### src/rtl/vbsel_pkg.sv
package vbsel_pkg;

  localparam int VLEN   = 128;
  localparam int LANE_W = 8;
  localparam int LANES  = VLEN / LANE_W;
  localparam int RIDX_W = 5;
  localparam int IMM_W  = 8;

  localparam int SEL3_OPC_W = 12;
  localparam int SELI_OPC_W = 14;
  localparam logic [SEL3_OPC_W-1:0] SEL3_OPC = 12'h0D1;
  localparam logic [SELI_OPC_W-1:0] SELI_OPC = 14'b01110011110001;

  typedef enum logic [1:0] {
    OP_NONE = 2'd0,
    OP_SEL3 = 2'd1,
    OP_SELI = 2'd2
  } sel_op_e;

  typedef struct packed {
    sel_op_e           op;
    logic [RIDX_W-1:0] fd;
    logic [RIDX_W-1:0] fj;
    logic [RIDX_W-1:0] fk;
    logic [RIDX_W-1:0] fa;
    logic [IMM_W-1:0]  imm;
  } sel_dec_t;

  // Classify an instruction word and split out its fields.
  function automatic sel_dec_t crack_word(input logic [31:0] w);
    sel_dec_t d;
    d.fd  = w[4:0];
    d.fj  = w[9:5];
    d.fk  = w[14:10];
    d.fa  = w[19:15];
    d.imm = w[17:10];
    if (w[31:20] == SEL3_OPC)      d.op = OP_SEL3;
    else if (w[31:18] == SELI_OPC) d.op = OP_SELI;
    else                           d.op = OP_NONE;
    return d;
  endfunction

  // Bitwise steering: where steer is 1 take hi, elsewhere take lo.
  function automatic logic [LANE_W-1:0] steer_byte(
      input logic [LANE_W-1:0] steer,
      input logic [LANE_W-1:0] hi,
      input logic [LANE_W-1:0] lo);
    return (steer & hi) | (~steer & lo);
  endfunction

endpackage

### src/rtl/vbsel_decode.sv
module vbsel_decode
  import vbsel_pkg::*;
(
  input  logic [31:0]       insn,
  output sel_dec_t          dec,
  output logic              hit,
  output logic [RIDX_W-1:0] ridx_j,
  output logic [RIDX_W-1:0] ridx_k,
  output logic [RIDX_W-1:0] ridx_a,
  output logic [RIDX_W-1:0] ridx_d
);

  always_comb begin
    dec    = crack_word(insn);
    hit    = (dec.op != OP_NONE);
    ridx_j = dec.fj;
    ridx_k = dec.fk;
    ridx_a = dec.fa;
    ridx_d = dec.fd;
  end

endmodule

### src/rtl/vbsel_datapath.sv
module vbsel_datapath
  import vbsel_pkg::*;
#(
  parameter int W_LANE = LANE_W,
  parameter int N_LANE = LANES,
  parameter int W_IMM  = IMM_W
) (
  input  sel_op_e                    op,
  input  logic [W_IMM-1:0]           imm,
  input  logic [W_LANE*N_LANE-1:0]   vj,
  input  logic [W_LANE*N_LANE-1:0]   vk,
  input  logic [W_LANE*N_LANE-1:0]   va,
  input  logic [W_LANE*N_LANE-1:0]   vd_old,
  output logic [W_LANE*N_LANE-1:0]   result
);

  localparam int VW = W_LANE * N_LANE;

  logic [VW-1:0] sel3_res;
  logic [VW-1:0] seli_res;

  for (genvar ln = 0; ln < N_LANE; ln++) begin : g_lane
    logic [W_LANE-1:0] j_b, k_b, a_b, d_b;
    assign j_b = vj[ln*W_LANE +: W_LANE];
    assign k_b = vk[ln*W_LANE +: W_LANE];
    assign a_b = va[ln*W_LANE +: W_LANE];
    assign d_b = vd_old[ln*W_LANE +: W_LANE];
    // three-source: mask a, 1 -> k, 0 -> j
    assign sel3_res[ln*W_LANE +: W_LANE] = steer_byte(a_b, k_b, j_b);
    // immediate: mask is old destination, 1 -> imm, 0 -> j
    assign seli_res[ln*W_LANE +: W_LANE] = steer_byte(d_b, imm, j_b);
  end

  always_comb begin
    unique case (op)
      OP_SEL3: result = sel3_res;
      OP_SELI: result = seli_res;
      default: result = '0;
    endcase
  end

endmodule

### src/rtl/vbsel_wbreg.sv
module vbsel_wbreg
  import vbsel_pkg::*;
#(
  parameter int DW = VLEN,
  parameter int IW = RIDX_W
) (
  input  logic          clk,
  input  logic          rst_n,
  input  logic          fire_wb,
  input  logic          fire_trap,
  input  logic [IW-1:0] idx_in,
  input  logic [DW-1:0] data_in,
  output logic          wb_valid,
  output logic          trap_disabled,
  output logic [IW-1:0] wb_idx,
  output logic [DW-1:0] wb_data
);

  always_ff @(posedge clk or negedge rst_n) begin
    if (!rst_n) begin
      wb_valid      <= 1'b0;
      trap_disabled <= 1'b0;
      wb_idx        <= '0;
      wb_data       <= '0;
    end else begin
      wb_valid      <= fire_wb;
      trap_disabled <= fire_trap;
      if (fire_wb) begin
        wb_idx  <= idx_in;
        wb_data <= data_in;
      end
    end
  end

endmodule

### src/rtl/vbsel_unit.sv
module vbsel_unit
  import vbsel_pkg::*;
(
  input  logic               clk,
  input  logic               rst_n,
  input  logic               in_valid,
  input  logic [31:0]        insn,
  input  logic               simd_en,
  input  logic [VLEN-1:0]    src_j,
  input  logic [VLEN-1:0]    src_k,
  input  logic [VLEN-1:0]    src_a,
  input  logic [VLEN-1:0]    dst_old,
  output logic [RIDX_W-1:0]  rd_j_idx,
  output logic [RIDX_W-1:0]  rd_k_idx,
  output logic [RIDX_W-1:0]  rd_a_idx,
  output logic [RIDX_W-1:0]  rd_d_idx,
  output logic               wb_valid,
  output logic [RIDX_W-1:0]  wb_idx,
  output logic [VLEN-1:0]    wb_data,
  output logic               trap_disabled
);

  sel_dec_t        dec;
  logic            dec_hit;
  logic            accept;
  logic            go_wb;
  logic            go_trap;
  logic [VLEN-1:0] sel_result;

  vbsel_decode u_dec (
    .insn   (insn),
    .dec    (dec),
    .hit    (dec_hit),
    .ridx_j (rd_j_idx),
    .ridx_k (rd_k_idx),
    .ridx_a (rd_a_idx),
    .ridx_d (rd_d_idx)
  );

  vbsel_datapath #(
    .W_LANE (LANE_W),
    .N_LANE (LANES),
    .W_IMM  (IMM_W)
  ) u_dp (
    .op     (dec.op),
    .imm    (dec.imm),
    .vj     (src_j),
    .vk     (src_k),
    .va     (src_a),
    .vd_old (dst_old),
    .result (sel_result)
  );

  // named events for the checker
  assign accept  = in_valid & dec_hit;
  assign go_wb   = accept & simd_en;
  assign go_trap = accept & ~simd_en;

  vbsel_wbreg #(
    .DW (VLEN),
    .IW (RIDX_W)
  ) u_wb (
    .clk           (clk),
    .rst_n         (rst_n),
    .fire_wb       (go_wb),
    .fire_trap     (go_trap),
    .idx_in        (dec.fd),
    .data_in       (sel_result),
    .wb_valid      (wb_valid),
    .trap_disabled (trap_disabled),
    .wb_idx        (wb_idx),
    .wb_data       (wb_data)
  );

endmodule

### config.mk
export PLATFORM = sky130hd
export DESIGN_NAME = vbsel_unit
export DESIGN_NICKNAME = d
export VERILOG_FILES = /design/src/rtl/vbsel_pkg.sv /design/src/rtl/vbsel_decode.sv /design/src/rtl/vbsel_datapath.sv /design/src/rtl/vbsel_wbreg.sv /design/src/rtl/vbsel_unit.sv
export SDC_FILE = /design/constraint.sdc
export NUM_CORES = 1
export LEC_CHECK = 0
export BUFFER_PORTS_ARGS = -buffer_cell sky130_fd_sc_hd__buf_4
export CORE_AREA = 2 2 270 272
export DETAILED_ROUTE_END_ITERATION = 8
export DIE_AREA = 0 0 272 274
export GPL_TIMING_DRIVEN = 0
export SLEW_MARGIN = 40
export SYNTH_ARGS = -nofsm -noshare
export SYNTH_HDL_FRONTEND = slang
export SYNTH_SLANG_ARGS = --single-unit
### constraint.sdc
create_clock -name clk -period 1 [get_ports clk]
set_input_delay 0 -clock clk [delete_from_list [all_inputs] [get_ports clk]]
set_output_delay 0 -clock clk [all_outputs]
set_load 0.01 [all_outputs]
==> metrics.md <==
| Metric | Value |
|---|---|
| Length in cells of the worst reg-to-reg path | `3` |
| Fmax achieved | `0.727 GHz` |
| Met2 routed WL | `31800 um` |
| Number of rows created at floorplan | `99` |
| Most instantiated library cell after synthesis | `sky130_fd_sc_hd__mux2i_1` |
| I/O pins | `703` |
| Via count of the first global-routing pass | `11.7k` |
| Smallest setup slack after layout | `-0.375 ns` |
| Reg2Reg Setup Slack | `-0.01 ns` |
| Global-route wire length before repair | `85900 um` |
| Worst Max-Slew Pin Slew | `0.650 ns` |
| Count of final hold-check violations | `0` |
| Power per standard cell area | `791 nW/um2` |
| Final TNS setup | `-39.97 ns` |
| Kind of end point of the critical path | `register` |
| Final setup violation count | `166` |
| Total Nets Final | `2345` |
| Number of flops mapped to enable cells by yosys | `0` |
| Total power draw | `16.4 mW` |
| Classification of the worst-slack hold path | `in2async` |
| DRC | `0` |
| Yosys top cell area share | `0.387` |
| Width of the die | `272 um` |
| Synth Instances | `735` |
| Synth area leaders | `sky130_fd_sc_hd__dfrtp_1 (39%), sky130_fd_sc_hd__mux2i_1 (29%), sky130_fd_sc_hd__mux2_2 (9.5%)` |
| TritonCTS clock tree | `built` |
| FFs w/ async S/R, synth | `1.00` |
| Instance area after placement | `15300 um2` |
| Post-synthesis cell area | `8730 um2` |
| Violations in the final reports | `setup timing` |
| Clock insertion delay at the later pin of the skew report | `0.46 ns` |
| Startpoint class of the critical path | `input pin` |
| Number of max-cap violations | `0` |
| Final clock skew | `0 ns` |
| Number of non-filler instances in the completed layout | `2773` |
| Setup slack after placement | `-1.50 ns` |
| Area enclosed by the die boundary | `74500 um2` |
| Sequential share of the synthesized area | `0.387` |
| Routed wire length per instance | `23.4 um` |
| Flip-flop and latch count after synthesis | `135` |
| RSZ-0062 raised after global routing | `true` |
| Worst slew slack as a fraction of its limit | `0.567` |
| Number of nets with antenna violations after routing | `0` |
| Number of buffers inserted by port buffering | `697` |
| Fraction of the cycle the final worst path needs | `1.37` |
| Maximum level of the CTS H-tree | `4` |
| Core outline area | `72000 um2` |
| Post-DR vias/cell | `3.97` |
| Number of clock buffers inserted by TritonCTS | `17` |
| Warnings, synthesis | `0` |
| GPL Wtd Cong | `0.824` |
| Peak supply drop | `0.00132 V` |
| Hold Slack | `0.00744 ns` |
| Antenna violations before repair | `12` |
| Maximum number of pins on one net before global-route repair | `63` |
| Placed wire-length estimate after detailed placement | `49300 um` |
| Violation count after the first detailed-route iteration | `364` |
| Residual overflow from global routing | `0` |
| Post-layout utilization of the core | `0.288` |
| Dominant synthesized flop cell | `sky130_fd_sc_hd__dfrtp_1` |
| Cell count after placement | `2396` |
| Category of the critical setup timing path | `in2reg` |
| Critical path required time | `1.36 ns` |
| Highest layer used for signal routing | `met5` |
| Signal arrival time at the worst endpoint | `1.73 ns` |
| Overall Global Routing Usage | `0.166` |
| Fraction of layout cells with a size suffix above 1 | `0.562` |
| Starting density of the core | `0.121` |
| Number of iterations in the first detailed-routing pass | `4` |
| Vias post-DR | `11.0k` |
| Number of slew-limit violations in the final report | `0` |
| Result of the run | `finished, violations left` |
| Height of the chip | `274 um` |
| Launching point of the worst reg2reg path | `u_wb.wb_data[120]` |
| Synth unique cells | `21` |
| Cell leakage power | `10.3 nW` |
| Total number of clock tree sinks | `135` |
| Clock-pin slew on the worst setup and hold paths | `0.07 ns` |
| CTS max path bufs | `2` |
| Cell type with the highest aggregate area in the netlist | `sky130_fd_sc_hd__dfrtp_1` |
| Finished Cell Area | `20700 um2` |
| Buffer cell driving the clock tree root | `sky130_fd_sc_hd__clkbuf_16` |
| Highest net fanout along the worst path | `8` |
| Metal3 WL | `4010 um` |
| Leading cell types by count after synthesis | `sky130_fd_sc_hd__mux2i_1 (256), sky130_fd_sc_hd__dfrtp_1 (135), sky130_fd_sc_hd__o22ai_1 (128), sky130_fd_sc_hd__mux2_2 (74), sky130_fd_sc_hd__mux2_1 (59)` |
| Mapped Nets | `1283` |
| Aggregate routed wire length | `64800 um` |
| Shortest period the worst path allows | `1.37 ns` |
| Length of routed wiring on met1 | `25500 um` |
| Post-synthesis average cell area | `11.9 um2` |
| Post-synthesis to final-layout area growth | `138%` |
| R2r endpoint | `u_wb.wb_data[120]` |
[timing repair]
action                                  CTS  global route
cloned                                    3             2
endpoints found under the hold margin   222             2
pin swaps                                 8             2
buffers inserted                         30            26
hold buffers                            282             2
endpoints found under the setup margin  270           269
gates resized for setup                 313            38
[how the worst max path moves through the flow]
stage	depth (start not counted)	to	start	slack (ns)
after global routing	10	u_wb.wb_data[112]	insn[30]	-0.41
final	10	u_wb.wb_data[121]	insn[30]	-0.37
after CTS	10	u_wb.wb_data[120]	insn[23]	-0.35
after detailed placement	8	u_wb.wb_data[23]	insn[18]	-1.50
after floorplan	6	u_wb.wb_data[100]	insn[30]	-0.46
after global placement	7	u_wb.wb_data[23]	insn[18]	-2.11
[layout by cell type (no fill, tap or decap), drive strengths merged]
cell	synthesis	routed
buf	40	801
clkbuf	30	47
nand2b	1	1
mux2i	256	256
and3	1	1
inv	0	3
dfrtp	135	135
and4b	1	1
mux2	133	133
diode	0	4
nand2	1	1
o22ai	128	128
nor2	1	1
a21oi	2	2
bufinv	0	2
nor3b	2	2
nand4	2	2
clkinvlp	0	4
nor4bb	1	1
dlygate4sd3	0	283
clkinv	0	5
nor4b	1	1
[report_power, final]
part | internal (mW) | leakage [nW] | switching (mW)
sequential | 5.46 | 1.89 | 0.000466
clock | 3.67 | 0.273 | 2.85
combinational | 2.76 | 8.09 | 1.65
[area by class of cell]
class,count,area [um2]
clock buffer,18,429
antenna,4,10.0
fill,7359,51200
sequential,135,3380
clock inverter,14,149
buffer,68,596
timing repair buffer,1045,9340
multi-input combinational,530,5630
tap,959,1200
[registers in the layout (all words and copies together), names as in the netlist]
register / flops
u_wb.trap_disabled: 1
u_wb.wb_data: 128
u_wb.wb_idx: 5
u_wb.wb_valid: 1
[logic make-up after synthesis]
family | Yosys count | synth area share
muxes | 389 | 0.465
buffers and inverters | 70 | 0.0456
DFF | 135 | 0.387
and+or+nand+nor | 11 | 0.00875
AOI/OAI and AO/OA | 130 | 0.0933
[worst max-delay path: stages]
cell,delay [ns]
sky130_fd_sc_hd__buf_8,0.10
sky130_fd_sc_hd__nor4bb_4,0.26
sky130_fd_sc_hd__nand4_1,0.14
sky130_fd_sc_hd__buf_4,0.18
sky130_fd_sc_hd__a21oi_4,0.16
sky130_fd_sc_hd__buf_12,0.17
sky130_fd_sc_hd__buf_16,0.16
sky130_fd_sc_hd__buf_12,0.11
sky130_fd_sc_hd__buf_4,0.11
sky130_fd_sc_hd__mux2_2,0.32
[layer usage]
layer | up-vias | track usage
met3 | 131 | 0.0388
met5 | - | 0
li1 | 4971 | -
met4 | 12 | 0.0870
met1 | 5249 | 0.189
met2 | 635 | 0.289
No activity file was read; power rests on OpenSTA's default activity.
